--- config.mk ---
export PLATFORM = sky130hd
export DESIGN_NAME = fence_store_buffer
export DESIGN_NICKNAME = d
export VERILOG_FILES = /design/src/rtl/fsb_pkg.sv /design/src/rtl/fsb_store_queue.sv /design/src/rtl/fsb_commit_pick.sv /design/src/rtl/fsb_load_gate.sv /design/src/rtl/fence_store_buffer.sv
export SDC_FILE = /design/constraint.sdc
export NUM_CORES = 1
export LEC_CHECK = 0
export CAP_MARGIN = 20
export CORE_ASPECT_RATIO = 1.75
export CORE_MARGIN = 5
export CORE_UTILIZATION = 45
export CTS_BUF_LIST = sky130_fd_sc_hd__clkbuf_4 sky130_fd_sc_hd__clkbuf_8
export CTS_CLUSTER_DIAMETER = 60
export DETAILED_ROUTE_END_ITERATION = 6
export DONT_BUFFER_PORTS = 1
export GPL_TIMING_DRIVEN = 0
export PLACE_DENSITY = 0.64
export RECOVER_POWER = 100
export SLEW_MARGIN = 10
export SYNTH_ARGS = -nofsm -noshare
export SYNTH_HDL_FRONTEND = slang
export SYNTH_SLANG_ARGS = --single-unit
--- constraint.sdc ---
create_clock -name clk -period 30.8 [get_ports clk]
set_input_delay 0 -clock clk [delete_from_list [all_inputs] [get_ports clk]]
set_output_delay 0 -clock clk [all_outputs]
set_load 0.02 [all_outputs]
--- src/rtl/fsb_pkg.sv ---
package fsb_pkg;

  typedef enum logic [1:0] {
    FK_NONE  = 2'b00,
    FK_STORE = 2'b01,
    FK_LOAD  = 2'b10,
    FK_FULL  = 2'b11
  } fence_kind_e;

  // A fence kind that orders stores against later stores.
  function automatic logic orders_stores(input logic [1:0] kind);
    return (kind == FK_STORE) || (kind == FK_FULL);
  endfunction

endpackage

--- src/rtl/fsb_store_queue.sv ---
// Collapsing queue: slot 0 is the oldest entry; a removed slot is closed
// by shifting the younger slots down, new entries land at the tail.
module fsb_store_queue #(
  parameter int DEPTH = 8,
  parameter int AW    = 16,
  parameter int DW    = 32,
  parameter int EW    = 4
) (
  input  logic                          clk,
  input  logic                          rst_n,
  input  logic                          push,
  input  logic [AW-1:0]                 push_addr,
  input  logic [DW-1:0]                 push_data,
  input  logic                          push_nt,
  input  logic [EW-1:0]                 push_ep,
  input  logic                          pop,
  input  logic [$clog2(DEPTH)-1:0]      pop_idx,
  output logic [$clog2(DEPTH+1)-1:0]    cnt,
  output logic [$clog2(DEPTH+1)-1:0]    cnt_nx,
  output logic [DEPTH-1:0][AW-1:0]      addr_q,
  output logic [DEPTH-1:0][DW-1:0]      data_q,
  output logic [DEPTH-1:0]              nt_q,
  output logic [DEPTH-1:0][EW-1:0]      ep_q
);
  localparam int IW = $clog2(DEPTH);
  localparam int CW = $clog2(DEPTH+1);

  logic [CW-1:0]               cnt_q;
  logic [DEPTH-1:0][AW-1:0]    addr_n;
  logic [DEPTH-1:0][DW-1:0]    data_n;
  logic [DEPTH-1:0]            nt_n;
  logic [DEPTH-1:0][EW-1:0]    ep_n;
  logic [CW-1:0]               wr_pos;
  logic                        slots_en;

  always_comb begin
    addr_n = addr_q;
    data_n = data_q;
    nt_n   = nt_q;
    ep_n   = ep_q;
    if (pop) begin
      for (int i = 0; i < DEPTH-1; i++) begin
        if (IW'(i) >= pop_idx) begin
          addr_n[i] = addr_q[i+1];
          data_n[i] = data_q[i+1];
          nt_n[i]   = nt_q[i+1];
          ep_n[i]   = ep_q[i+1];
        end
      end
    end
    wr_pos = cnt_q - CW'(pop);
    if (push) begin
      addr_n[IW'(wr_pos)] = push_addr;
      data_n[IW'(wr_pos)] = push_data;
      nt_n[IW'(wr_pos)]   = push_nt;
      ep_n[IW'(wr_pos)]   = push_ep;
    end
    cnt_nx   = cnt_q + CW'(push) - CW'(pop);
    slots_en = push | pop;
  end

  always_ff @(posedge clk or negedge rst_n) begin
    if (!rst_n) cnt_q <= '0;
    else        cnt_q <= cnt_nx;
  end

  // Payload slots carry no reset; occupancy is defined by the count alone.
  always_ff @(posedge clk) begin
    if (slots_en) begin
      addr_q <= addr_n;
      data_q <= data_n;
      nt_q   <= nt_n;
      ep_q   <= ep_n;
    end
  end

  assign cnt = cnt_q;

endmodule

--- src/rtl/fsb_commit_pick.sv ---
// Chooses which buffered store is offered to the cache and holds that
// choice until the cache acknowledges it.
module fsb_commit_pick #(
  parameter int DEPTH = 8,
  parameter int EW    = 4
) (
  input  logic                          clk,
  input  logic                          rst_n,
  input  logic [$clog2(DEPTH+1)-1:0]    cnt,
  input  logic [DEPTH-1:0]              nt_q,
  input  logic [DEPTH-1:0][EW-1:0]      ep_q,
  input  logic                          ack,
  output logic                          offer,
  output logic [$clog2(DEPTH)-1:0]      sel_idx
);
  localparam int IW = $clog2(DEPTH);
  localparam int CW = $clog2(DEPTH+1);

  logic          hold_q, hold_n;
  logic [IW-1:0] hold_idx_q, hold_idx_n;
  logic [IW-1:0] pick;
  logic          found;

  always_comb begin
    found = 1'b0;
    pick  = '0;
    for (int i = 0; i < DEPTH; i++) begin
      if (!found && (CW'(i) < cnt) && nt_q[i] && (ep_q[i] == ep_q[0])) begin
        pick  = IW'(i);
        found = 1'b1;
      end
    end
    offer      = (cnt != '0);
    sel_idx    = hold_q ? hold_idx_q : pick;
    hold_n     = offer & ~ack;
    hold_idx_n = sel_idx;
  end

  always_ff @(posedge clk or negedge rst_n) begin
    if (!rst_n) begin
      hold_q     <= 1'b0;
      hold_idx_q <= '0;
    end else begin
      hold_q     <= hold_n;
      hold_idx_q <= hold_idx_n;
    end
  end

endmodule

--- src/rtl/fsb_load_gate.sv ---
// Load issue gate: outstanding-load counter plus load-fence and
// full-fence hold state.
module fsb_load_gate #(
  parameter int MAX_LOADS = 7
) (
  input  logic                            clk,
  input  logic                            rst_n,
  input  logic                            ld_req,
  input  logic                            ld_done,
  input  logic                            lf_now,
  input  logic                            ff_now,
  input  logic                            buf_empty,
  input  logic                            buf_empty_nx,
  output logic                            ld_gnt,
  output logic [$clog2(MAX_LOADS+1)-1:0]  ld_outstanding
);
  localparam int LW = $clog2(MAX_LOADS+1);

  logic [LW-1:0] out_q, out_n;
  logic          lf_pend_q, lf_pend_n;
  logic          ff_pend_q, ff_pend_n;
  logic          lf_arm, ff_arm, block, dec;

  always_comb begin
    lf_arm    = lf_now & (out_q != '0);
    ff_arm    = ff_now & ~buf_empty;
    block     = lf_pend_q | ff_pend_q | lf_arm | ff_arm | (out_q == LW'(MAX_LOADS));
    ld_gnt    = ld_req & ~block;
    dec       = ld_done & (out_q != '0);
    out_n     = out_q + LW'(ld_gnt) - LW'(dec);
    lf_pend_n = (lf_pend_q | lf_arm) & (out_n != '0);
    ff_pend_n = (ff_pend_q | ff_arm) & ~buf_empty_nx;
  end

  always_ff @(posedge clk or negedge rst_n) begin
    if (!rst_n) begin
      out_q     <= '0;
      lf_pend_q <= 1'b0;
      ff_pend_q <= 1'b0;
    end else begin
      out_q     <= out_n;
      lf_pend_q <= lf_pend_n;
      ff_pend_q <= ff_pend_n;
    end
  end

  assign ld_outstanding = out_q;

endmodule

--- src/rtl/fence_store_buffer.sv ---
module fence_store_buffer
  import fsb_pkg::*;
#(
  parameter int DEPTH     = 8,
  parameter int AW        = 16,
  parameter int DW        = 32,
  parameter int MAX_LOADS = 7
) (
  input  logic                            clk,
  input  logic                            rst_n,
  input  logic                            st_valid,
  output logic                            st_ready,
  input  logic [AW-1:0]                   st_addr,
  input  logic [DW-1:0]                   st_data,
  input  logic                            st_nt,
  input  logic                            fence_valid,
  input  logic [1:0]                      fence_kind,
  input  logic                            ld_req,
  output logic                            ld_gnt,
  input  logic                            ld_done,
  output logic [$clog2(MAX_LOADS+1)-1:0]  ld_outstanding,
  output logic                            cm_valid,
  output logic [AW-1:0]                   cm_addr,
  output logic [DW-1:0]                   cm_data,
  input  logic                            cm_ack
);
  localparam int IW = $clog2(DEPTH);
  localparam int CW = $clog2(DEPTH+1);
  // Live epochs span at most DEPTH values, so one spare bit avoids aliasing.
  localparam int EW = $clog2(DEPTH) + 1;
  localparam int LW = $clog2(MAX_LOADS+1);

  logic [CW-1:0]              buf_cnt, buf_cnt_nx;
  logic [DEPTH-1:0][AW-1:0]   addr_q;
  logic [DEPTH-1:0][DW-1:0]   data_q;
  logic [DEPTH-1:0]           nt_q;
  logic [DEPTH-1:0][EW-1:0]   ep_q;
  logic [IW-1:0]              sel_idx;
  logic [IW-1:0]              tail_idx;
  logic [EW-1:0]              cur_ep_q, cur_ep_n;
  logic                       push, pop, st_fence, adv, ep_en;
  logic                       lf_now, ff_now;

  always_comb begin
    st_ready = (buf_cnt != CW'(DEPTH));
    push     = st_valid & st_ready;
    pop      = cm_valid & cm_ack;
    st_fence = fence_valid & orders_stores(fence_kind);
    lf_now   = fence_valid & (fence_kind == FK_LOAD);
    ff_now   = fence_valid & (fence_kind == FK_FULL);
    tail_idx = IW'(buf_cnt - CW'(1));
    // Open a new epoch only if the newest entry sits in the current one:
    // fences on an empty buffer or back to back add no empty epoch.
    adv      = st_fence & (buf_cnt != '0) & (ep_q[tail_idx] == cur_ep_q);
    cur_ep_n = cur_ep_q + EW'(adv);
    ep_en    = adv;
  end

  always_ff @(posedge clk or negedge rst_n) begin
    if (!rst_n)     cur_ep_q <= '0;
    else if (ep_en) cur_ep_q <= cur_ep_n;
  end

  fsb_store_queue #(
    .DEPTH(DEPTH), .AW(AW), .DW(DW), .EW(EW)
  ) u_queue (
    .clk      (clk),
    .rst_n    (rst_n),
    .push     (push),
    .push_addr(st_addr),
    .push_data(st_data),
    .push_nt  (st_nt),
    .push_ep  (cur_ep_n),
    .pop      (pop),
    .pop_idx  (sel_idx),
    .cnt      (buf_cnt),
    .cnt_nx   (buf_cnt_nx),
    .addr_q   (addr_q),
    .data_q   (data_q),
    .nt_q     (nt_q),
    .ep_q     (ep_q)
  );

  fsb_commit_pick #(
    .DEPTH(DEPTH), .EW(EW)
  ) u_pick (
    .clk    (clk),
    .rst_n  (rst_n),
    .cnt    (buf_cnt),
    .nt_q   (nt_q),
    .ep_q   (ep_q),
    .ack    (cm_ack),
    .offer  (cm_valid),
    .sel_idx(sel_idx)
  );

  fsb_load_gate #(
    .MAX_LOADS(MAX_LOADS)
  ) u_gate (
    .clk           (clk),
    .rst_n         (rst_n),
    .ld_req        (ld_req),
    .ld_done       (ld_done),
    .lf_now        (lf_now),
    .ff_now        (ff_now),
    .buf_empty     (buf_cnt == '0),
    .buf_empty_nx  (buf_cnt_nx == '0),
    .ld_gnt        (ld_gnt),
    .ld_outstanding(ld_outstanding)
  );

  assign cm_addr = addr_q[sel_idx];
  assign cm_data = data_q[sel_idx];

endmodule

Word-level counts from Yosys, hierarchy flattened
Cells that the tools add are included.
Word-level totals
  bits of input ports: 58
  logic and storage cells: 203
  flip-flop bits (word level): 441
Operators by class
  bitwise operators: 25
  reduce and logical (&&, ||, !) cells: 37
  equal/unequal tests: 13
  $add $sub $neg: 7
  $lt $le $gt $ge: 19
  muxes and demuxes: 69
Operators with widths (number)
  2-to-1 mux 224 bit: 2
  2-to-1 mux 32 bit: 9
  bitwise mux 256 bit: 1
  2-to-1 mux 112 bit: 2
  2-to-1 mux 16 bit: 9
  bitwise mux 128 bit: 1
  binary-select mux 32 bit (select 3 bit): 1
  demux 32 bit (select 3 bit): 1
  2-to-1 mux 28 bit: 2
  binary-select mux 16 bit (select 3 bit): 1
  demux 16 bit (select 3 bit): 1
  2-to-1 mux 4 bit: 9
  bitwise mux 32 bit: 1
  == test 4 bit: 8
  logical AND 1 bit: 23
  2-to-1 mux 3 bit: 7
  < comparator 3 x 4 -> 1 bit (first input constant): 4
  2-to-1 mux 1 bit: 16
  AND 1 bit: 14
  2-to-1 mux 7 bit: 2
  binary-select mux 4 bit (select 3 bit): 1
  demux 4 bit (select 3 bit): 1
  < comparator 3 x 4 -> 1 bit (second input constant): 3
  greater-or-equal comparator 3 bit (first input constant): 3
  24 further kinds: 48

Logic depth before layout (Yosys ltp)
Gate-level depths: netlist of the first run.
  word-level depth: 44
  depth in mapped cells: 18
  gate-level depth less buffers: 13

By module
From an unflattened synthesis of the first run, not the netlist that was laid out.
Unflattened totals
  cell total of the unflattened synthesis: 2098
  area total of the unflattened synthesis: 27355.0 um^2
By module, submodules not included
  fsb_store_queue: area each 22958.3 um^2, times used 1, cells each 1773, seq. area each 12832.3 um^2
  fence_store_buffer: area each 3460.8 um^2, times used 1, cells each 225, seq. area each 100.1 um^2
  fsb_commit_pick: area each 664.4 um^2, times used 1, cells each 76, seq. area each 100.1 um^2
  fsb_load_gate: area each 271.5 um^2, times used 1, cells each 24, seq. area each 125.1 um^2

Worst setup path before layout of the first run
No wires, ideal clock.
  path kind: reg2reg
  from: register u_queue.cnt_q[0] (netlist: u_queue.cnt[0])
  to: register u_queue.addr_q[0] (netlist bit) (enable)
  path slack: 20.159 ns
  clock period less this slack: 10.641 ns
  arrival time: 7.920 ns
  setup time: 2.721 ns
  cell stages (with the launch flop): 9
  cell sequence: dfrtp_1 clkbuf_1 inv_1 ha_1 nand2_1 nand2_1 clkbuf_1 clkbuf_1 nand2_1
On the way
  word-level cells in the longest chain between the ends: 3
  elaborated cells on any way between the ends: 5
  those cells by class: eq/ne (1); bitwise (3); reduce/logical (1)
RTL lines
  start: declaration: RTL line fsb_store_queue.sv:28  | logic [CW-1:0] cnt_q;
  start signal: assignment: RTL line fsb_store_queue.sv:64  | else cnt_q <= cnt_nx;
  nonzero test 4 bit: RTL line fsb_commit_pick.sv:33  | offer = (cnt != '0);
  net cm_valid: RTL line fence_store_buffer.sv:22  | output logic cm_valid,
  AND 1 bit: RTL line fence_store_buffer.sv:47  | pop = cm_valid & cm_ack;
  OR 1 bit: RTL line fsb_store_queue.sv:59  | slots_en = push | pop;
  net u_queue.slots_en: RTL line fsb_store_queue.sv:34  | logic slots_en;
  end signal: assignment: RTL line fsb_store_queue.sv:70  | addr_q <= addr_n;
  end: declaration: RTL line fsb_store_queue.sv:20  | output logic [DEPTH-1:0][AW-1:0] addr_q,
The timed path passes the listed nets, and every way through them passes these cells.
A chain may end at the register's enable or synchronous reset.

Worst setup path after layout of the first run
  from: register u_queue.cnt_q[0] (netlist: u_queue.cnt[0])
  to: register u_queue.data_q[41] (netlist bit) (enable)
On the way
  word-level cells in the longest chain between the ends: 3
  elaborated cells on any way between the ends: 5
  those cells by class: eq/ne (1); bitwise (3); reduce/logical (1)
RTL lines
  nonzero test 4 bit: RTL line fsb_commit_pick.sv:33
  net cm_valid: RTL line fence_store_buffer.sv:22
  AND 1 bit: RTL line fence_store_buffer.sv:47
  OR 1 bit: RTL line fsb_store_queue.sv:59
  net u_queue.slots_en: RTL line fsb_store_queue.sv:34
  end signal: assignment: RTL line fsb_store_queue.sv:71  | data_q <= data_n;
  end: declaration: RTL line fsb_store_queue.sv:21  | output logic [DEPTH-1:0][DW-1:0] data_q,
The timed path passes the listed nets, and every way through them passes these cells.

==> results of run 1 <==
==> power groups by stage <==
stage / clock [W] / combinational, W / sequential, W
2_1_floorplan: 0 / 0.00138 / 0.00129
3_3_place_gp: 0 / 0.00183 / 0.00141
3_5_place_dp: 0 / 0.00190 / 0.00137
4_1_cts: 0.000549 / 0.00192 / 0.00136
5_1_grt: 0.000575 / 0.00197 / 0.00140
6_report: 0.000548 / 0.00187 / 0.00137
==> flip-flops by register name, summed over array words and instances (netlist names) <==
name / cells
u_queue.data_q: 256
u_queue.addr_q: 128
u_queue.ep_q: 32
u_queue.nt_q: 8
cur_ep_q: 4
u_queue.cnt: 4
u_gate.ld_outstanding: 3
u_pick.hold_idx_q: 3
u_gate.ff_pend_q: 1
u_gate.lf_pend_q: 1
u_pick.hold_q: 1
==> final timing paths <==
| kind | start | slack, ps | end | cells after the start |
|---|---|---|---|---|
| max in group asynchronous | rst_n | 29740 | u_gate.ld_outstanding[0] | 2 |
| setup / recovery | u_queue.cnt[0] | 13790 | u_queue.data_q[41] | 13 |
| hold reg to reg | cur_ep_q[3] | 540 | cur_ep_q[3] | 1 |
| hold / removal | fence_kind[0] | 170 | u_gate.ff_pend_q | 3 |
| setup reg to reg | u_queue.cnt[0] | 13790 | u_queue.data_q[41] | 13 |
| min in group asynchronous | rst_n | 470 | u_pick.hold_idx_q[0] | 2 |
==> area by class of cell <==
| type | count | area [um2] | area share (%) |
|---|---|---|---|
| clock inverters | 31 | 243 | 0.815 |
| plain buffers | 246 | 1210 | 4.06 |
| multi-input cells | 1830 | 12200 | 41.1 |
| repair buffers | 73 | 663 | 2.23 |
| clock buffers | 97 | 1200 | 4.04 |
| inverters | 22 | 82.6 | 0.277 |
| well taps | 780 | 976 | 3.28 |
| diodes | 4 | 10.0 | 0.0336 |
| flip-flops and latches | 441 | 13200 | 44.2 |
==> cell usage after synthesis (3+ instances only) <==
cell        n
ha_1       14
a211oi_1   48
o21a_1      5
dfrtp_1    17
o211ai_2   31
buf_2      33
or3_1       3
xor2_1     17
nand4_1     5
o21ai_0   126
edfxtp_1  424
buf_6      14
o21ai_1    88
buf_8       6
mux2i_1   307
a21oi_1    57
nor4_1      4
buf_1      12
nor2_1    166
xnor2_1    21
nand2_1   338
mux4_2      8
a21boi_0   48
a31oi_1   106
inv_1      18
a221oi_2   48
o211ai_1  187
clkbuf_1  162
clkbuf_4    3
nor3_1     10
buf_4      15
mux2_2     50
nand3_1   113
==> metal layers <==
| layer | up-vias | global-route usage [%] |
|---|---|---|
| li1 | 9989 | - |
| met1 | 11500 | 33.1 |
| met2 | 1538 | 51.2 |
| met3 | 484 | 5.84 |
| met4 | 2 | 23.7 |
| met5 | - | 0 |
==> critical path, delay by kind of cell (launching register included) <==
kind	cells	cell delay, ps
buf+inv	9	13210
fa+ha+maj	1	320
simple gates	3	2500
flops	1	350
==> timing repair <==
action | CTS | global route
hold buffers | 61 | 0
resized for setup | 0 | 0
endpoints found under the hold margin | 421 | 0
setup endpoints to repair | 0 | 0
==> metrics by stage <==
step / instance area (um2) / hold slack (ps) / setup WS (ps)
6_report: 29800 / 166 / 13790
3_3_place_gp: 28000 / -295 / 14020
4_1_cts: 30300 / 79.1 / 23570
2_1_floorplan: 27000 / -296 / 20160
5_1_grt: 29800 / 191 / 12980
3_5_place_dp: 28200 / -295 / 23580
==> kinds of logic (layout without fill, tap and decap cells) <==
family	Yosys count	in the layout
other	0	4
and+or+nand+nor	651	651
DFF	441	441
AOI/OAI and AO/OA	758	758
buffers and inverters	268	469
xor gates and xnor gates	40	40
muxes	365	365
adders and majority gates	16	16
==> impl_metrics.env, run 1 <==
export IMPL_status="finished with violations"
export IMPL_failed_checks="design-rule violations, max-capacitance violations, max-slew violations"
export IMPL_drc=7
export IMPL_slowest_delay_ps=2640
export IMPL_synth_cells=2539
export IMPL_syn_area_per_cell_um2=10.6
export IMPL_period_share_pct=55.2
export IMPL_synthArstFlopShare_pct=3.85
export IMPL_fin_tns_setup_ps=0
export IMPL_netlist_top_cells_area="edfxtp_1 (47%), mux2i_1 (11%), o211ai_1 (5.2%)"
export IMPL_synthSimpleGateAreaFrac_pct=9.94
export IMPL_p_int_w=0.00206
export IMPL_yosysSeqAreaShare_pct=48.8
export IMPL_yosysTopAreaCell="edfxtp_1"
export IMPL_wl_met1_um=34900
export IMPL_fin_util_pct=50.2
export IMPL_cts_htree_levels=3
export IMPL_synth_cell_area_um2=27000
export IMPL_path_clk_slew_ps=60
export IMPL_syn_to_final_growth_pct=10.4
export IMPL_dr_wl_met2_um=50700
export IMPL_nets=2759
export IMPL_ys_warn_count=0
export IMPL_cp_start_kind="flop"
export IMPL_dr_wl_met3_um=8420
export IMPL_seqPwrFrac_pct=36.2
export IMPL_power_switching_w=0.00173
export IMPL_core_area_um2=59400
export IMPL_arrival_ps=17240
export IMPL_finalMaxSlewViolations=434
export IMPL_ys_types=61
export IMPL_path_max_fanout=59
export IMPL_worstSetupEndpointType="flop"
export IMPL_path_cells="clkbuf_1, inv_1, ha_1, nand2_1, nand2_1, clkbuf_1, clkbuf_1, nand2_1, clkbuf_1, clkbuf_1, clkbuf_1, clkbuf_1, clkbuf_1"
export IMPL_synth_edf_count=424
export IMPL_start_util_pct=45.5
export IMPL_clock_sinks=441
export IMPL_grt_start_max_net_pins=65
export IMPL_p_total_w=0.00379
export IMPL_place_congestion=0.918
export IMPL_drt_iter0_markers=2798
export IMPL_crit_path_frequent_cell="clkbuf_1"
export IMPL_die_h_um=334
export IMPL_overflow=0
export IMPL_grt_pass1_vias=23600
export IMPL_synth_top_family_by_area="compound AO/OA/AOI/OAI gates"
export IMPL_layout_commonest_cell="edfxtp_1"
export IMPL_antenna_left=0
export IMPL_p_sw_share_pct=45.6
export IMPL_root_buffer="clkbuf_8"
export IMPL_pwr_share_comb_pct=49.3
export IMPL_final_min_clock_period_ps=17010
export IMPL_rows=118
export IMPL_viasPerCell=6.67
export IMPL_clkPwrFrac_pct=14.5
export IMPL_synth_ff_type="edfxtp_1"
export IMPL_via_count=23500
export IMPL_slowest_stage="clkbuf_1"
export IMPL_cts_buffers=71
export IMPL_synth_fa_ha_area_share_pct=0.798
export IMPL_clkLatencyLatePin_ps=700
export IMPL_ys_ff_latch=441
export IMPL_mostFrequentLayoutCells="edfxtp_1 (424), nand2_1 (338), mux2i_1 (307)"
export IMPL_cp_data_required_time_ps=31030
export IMPL_hold_path_class="input pin to flop"
export IMPL_die_area_um2=65200
export IMPL_skew_ps=39.9
export IMPL_pin_count=112
export IMPL_fmax_ghz=0.0588
export IMPL_synth_compound_area_share_pct=20.2
export IMPL_muxShareOfSynthArea_pct=14.1
export IMPL_rsz0062_at_grt="false"
export IMPL_setup_violations=0
export IMPL_synth_top_area_share_pct=47.2
export IMPL_grt_usage_pct=30.2
export IMPL_p_leak_nw=11.5
export IMPL_dr_pass1_iters=7
export IMPL_worst_pin_slew_ps=3760
export IMPL_grt_pass1_wl_um=151000
export IMPL_dpl_hpwl_um=72500
export IMPL_cts_buffer_depth=3
export IMPL_drt_wl_total_um=104000
export IMPL_drive_gt1_share_pct=10.5
export IMPL_cts_tree="done"
export IMPL_fillCellCount=5577
export IMPL_place_inst=3331
export IMPL_fp_dieW_um=195
export IMPL_path_class="flop to flop"
export IMPL_ir_worst_vdd_mv=0.0554
export IMPL_synth_xor_area_share_pct=1.35
export IMPL_p_per_area_nw_per_um2=127
export IMPL_io_buffers=0
export IMPL_slew_headroom_pct=-151
export IMPL_avgRoutedWirePerCell_um=29.4
export IMPL_fin_cells=3524
export IMPL_antenna_found_initial=3
export IMPL_hold_viol_final=0
export IMPL_syn_nets=2613
export IMPL_top_layer="met5"
export IMPL_drv_cap=9
export IMPL_post_cts_buffers=0
Power figures use the tool's default switching activity.
==> run 2: changes to the inputs <==
--- a/config.mk
+++ b/config.mk
@@ -5,6 +5,7 @@
 export SDC_FILE = /design/constraint.sdc
 export NUM_CORES = 1
 export LEC_CHECK = 0
+export ABC_AREA = 1
 export CAP_MARGIN = 20
 export CORE_ASPECT_RATIO = 1.75
 export CORE_MARGIN = 5
==> constraint.sdc (replaced) <==
create_clock -name clk -period 16.15 [get_ports clk]
set_input_delay 0 -clock clk [delete_from_list [all_inputs] [get_ports clk]]
set_output_delay 0 -clock clk [all_outputs]
set_load 0.02 [all_outputs]
==> impl_metrics.env, run 2 <==
export IMPL_status="finished with violations"
export IMPL_failed_checks="max-capacitance violations, max-slew violations"
export IMPL_die_h_um=340
export IMPL_worstSetupEndpointType="flop"
export IMPL_pin_count=112
export IMPL_cts_htree_levels=3
export IMPL_fin_util_pct=50.0
export IMPL_grt_pass1_wl_um=171000
export IMPL_ir_worst_vdd_mv=0.112
export IMPL_nets=3931
export IMPL_fin_cells=4716
export IMPL_hold_path_class="input pin to flop"
export IMPL_dpl_hpwl_um=83200
export IMPL_cts_buffer_depth=3
export IMPL_worstSetupEndpoint="u_queue.data_q[40]"
export IMPL_drive_gt1_share_pct=8.09
export IMPL_reg2reg_to="u_queue.data_q[40]"
export IMPL_path_class="flop to flop"
export IMPL_arrival_ps=9920
export IMPL_mostFrequentLayoutCells="nand2_1 (890), inv_1 (433), edfxtp_1 (424)"
export IMPL_rr_worst_depth=12
export IMPL_power_switching_w=0.00371
export IMPL_reg_top3="u_queue.data_q x256, u_queue.addr_q x128, u_queue.ep_q x32"
export IMPL_die_area_um2=67700
export IMPL_yosysTopAreaCell="edfxtp_1"
export IMPL_syn_area_per_cell_um2=7.57
export IMPL_cts_repair_resized=0
export IMPL_pwr_share_comb_pct=53.0
export IMPL_ys_warn_count=0
export IMPL_drv_cap=8
export IMPL_slew_headroom_pct=-115
export IMPL_io_buffers=0
export IMPL_period_share_pct=59.1
export IMPL_path_clk_slew_ps=70
export IMPL_fin_tns_setup_ps=0
export IMPL_synth_ff_type="edfxtp_1"
export IMPL_setup_violations=0
export IMPL_overflow=0
export IMPL_rsz0062_at_grt="false"
export IMPL_layout_commonest_cell="nand2_1"
export IMPL_regMostFlops="u_queue.data_q"
export IMPL_yosysSeqAreaShare_pct=46.9
export IMPL_netlist_top_cells_area="edfxtp_1 (45%), nand2_1 (12%), nand3_1 (7.5%)"
export IMPL_fmax_ghz=0.105
export IMPL_drt_wl_total_um=118000
export IMPL_cts_tree="done"
export IMPL_syn_to_final_growth_pct=10.6
export IMPL_final_min_clock_period_ps=9550
export IMPL_p_per_area_nw_per_um2=240
export IMPL_cp_data_required_time_ps=16520
export IMPL_seqPwrFrac_pct=34.0
export IMPL_skew_ps=43.9
export IMPL_synth_most_common_cell="nand2_1"
export IMPL_avgRoutedWirePerCell_um=25.0
export IMPL_grt_start_max_net_pins=55
export IMPL_ys_types=42
export IMPL_synth_top_area_share_pct=45.4
export IMPL_dr_pass1_iters=6
export IMPL_p_sw_share_pct=49.8
export IMPL_largest_reg_flops=256
export IMPL_worst_pin_slew_ps=3230
export IMPL_antenna_found_initial=10
export IMPL_cts_buffers=72
export IMPL_ys_ff_latch=441
export IMPL_fp_dieW_um=199
export IMPL_clkLatencyLatePin_ps=720
export IMPL_cp_start_kind="flop"
export IMPL_fillCellCount=6336
export IMPL_via_count=28100
export IMPL_critPathLaunch="u_queue.cnt[0]"
export IMPL_place_inst=4518
export IMPL_drc=0
export IMPL_rrSetupSlack_ps=6600
export IMPL_finalMaxSlewViolations=319
export IMPL_grt_pass1_vias=27200
export IMPL_clkPwrFrac_pct=13.0
export IMPL_synth_edf_count=424
export IMPL_core_area_um2=62100
export IMPL_hold_viol_final=0
export IMPL_drt_iter0_markers=3597
export IMPL_synthArstFlopShare_pct=3.85
export IMPL_synthTopCellsByCount="nand2_1 (888), inv_1 (431), edfxtp_1 (424)"
export IMPL_synth_cells=3709
export IMPL_reg2reg_from="u_queue.cnt[0]"
export IMPL_fin_hold_ws_ps=134
export IMPL_p_total_w=0.00745
export IMPL_synth_cell_area_um2=28100
export IMPL_clock_sinks=441
export IMPL_viasPerCell=5.97
export IMPL_path_max_fanout=53
export IMPL_p_leak_nw=14.2
export IMPL_grt_usage_pct=33.7
export IMPL_p_int_w=0.00374
export IMPL_rows=121
export IMPL_start_util_pct=45.2
export IMPL_syn_nets=3783
export IMPL_antenna_left=0
export IMPL_root_buffer="clkbuf_8"
export IMPL_place_congestion=0.982
## run 2: cell types whose count changed in the layout (fill, tap and decap cells not counted), sizes merged, moves of 48 or more
| cell | change |
|---|---|
| buf | +75 |
| nand3 | +313 |
| nor2 | +256 |
| o211ai | -74 |
| mux2i | -307 |
| a21oi | +197 |
| inv | +420 |
| mux2 | -50 |
| clkbuf | -56 |
| or2 | +48 |
| a211oi | -49 |
| nand2 | +562 |
## run 2: per-layer routing
metal	GRT usage (%)	share of wire (%)
met4	27.4	9.6
met3	6.69	8.8
met1	37.0	34
met5	0	0.0059
met2	55.6	48
## run 2: power groups by stage
stage / clock, W / combinational [W] / sequential (W)
after floorplan: 0 / 0.00266 / 0.00245
after global placement: 0 / 0.00376 / 0.00263
after detailed placement: 0 / 0.00384 / 0.00252
after CTS: 0.000972 / 0.00389 / 0.00250
after global routing: 0.00102 / 0.00429 / 0.00259
final: 0.000970 / 0.00395 / 0.00253
## run 2: worst max-delay path: stages, from the launching register on
cell and delay (ps):
dfrtp_1 350, clkbuf_1 290, clkinv_1 310, clkbuf_1 300
ha_1 340, nand2_1 260, nand2_1 210, nand2_1 1080
clkbuf_1 2330, clkbuf_1 1470, clkbuf_1 1550, buf_12 340
buf_12 270
## run 2: how the worst min path moves through the flow
stage                      from             endpoint  slack (ps)  cells past startpoint
floorplan                 rst_n          cur_ep_q[0]        -300                      0
global placement          rst_n          cur_ep_q[3]        -290                      0
detailed placement        rst_n          cur_ep_q[3]        -290                      0
CTS                      cm_ack  u_queue.data_q[223]         110                      2
global route        st_data[14]  u_queue.data_q[238]         130                      1
finish               st_data[0]  u_queue.data_q[224]         130                      1
## run 2: kinds of logic after synthesis
family,after synthesis,synth area share [%]
flops,441,46.9
buf+inv,711,10.4
compound gates,717,14.5
simple gates,1810,27.0
xor+xnor,14,0.437
fa+ha+maj,16,0.767
## run 2: through the flow
step                      worst slack, ps  cell area [um2]
final                                6600            31100
after global routing                 6040            31000
after CTS                            9400            31200
after detailed placement             9410            29300
after global placement                247            29100
after floorplan                      5930            28100
## run 2: area by class of cell
cell class | instances | area [um2] | share of cell area (%)
Clock buffer | 95 | 1180 | 3.81
Timing Repair Buffer | 74 | 704 | 2.27
Buffer | 268 | 1250 | 4.03
Clock inverter | 26 | 115 | 0.371
Tap cell | 799 | 1000 | 3.22
Inverter | 443 | 1670 | 5.36
Antenna cell | 13 | 32.5 | 0.105
Multi-Input combinational cell | 2557 | 11900 | 38.5
Sequential cell | 441 | 13200 | 42.4
## run 2: timing repair
item	CTS	global route
hold buffers	63	0
setup buffers	0	0
endpoints found under the hold margin	420	0
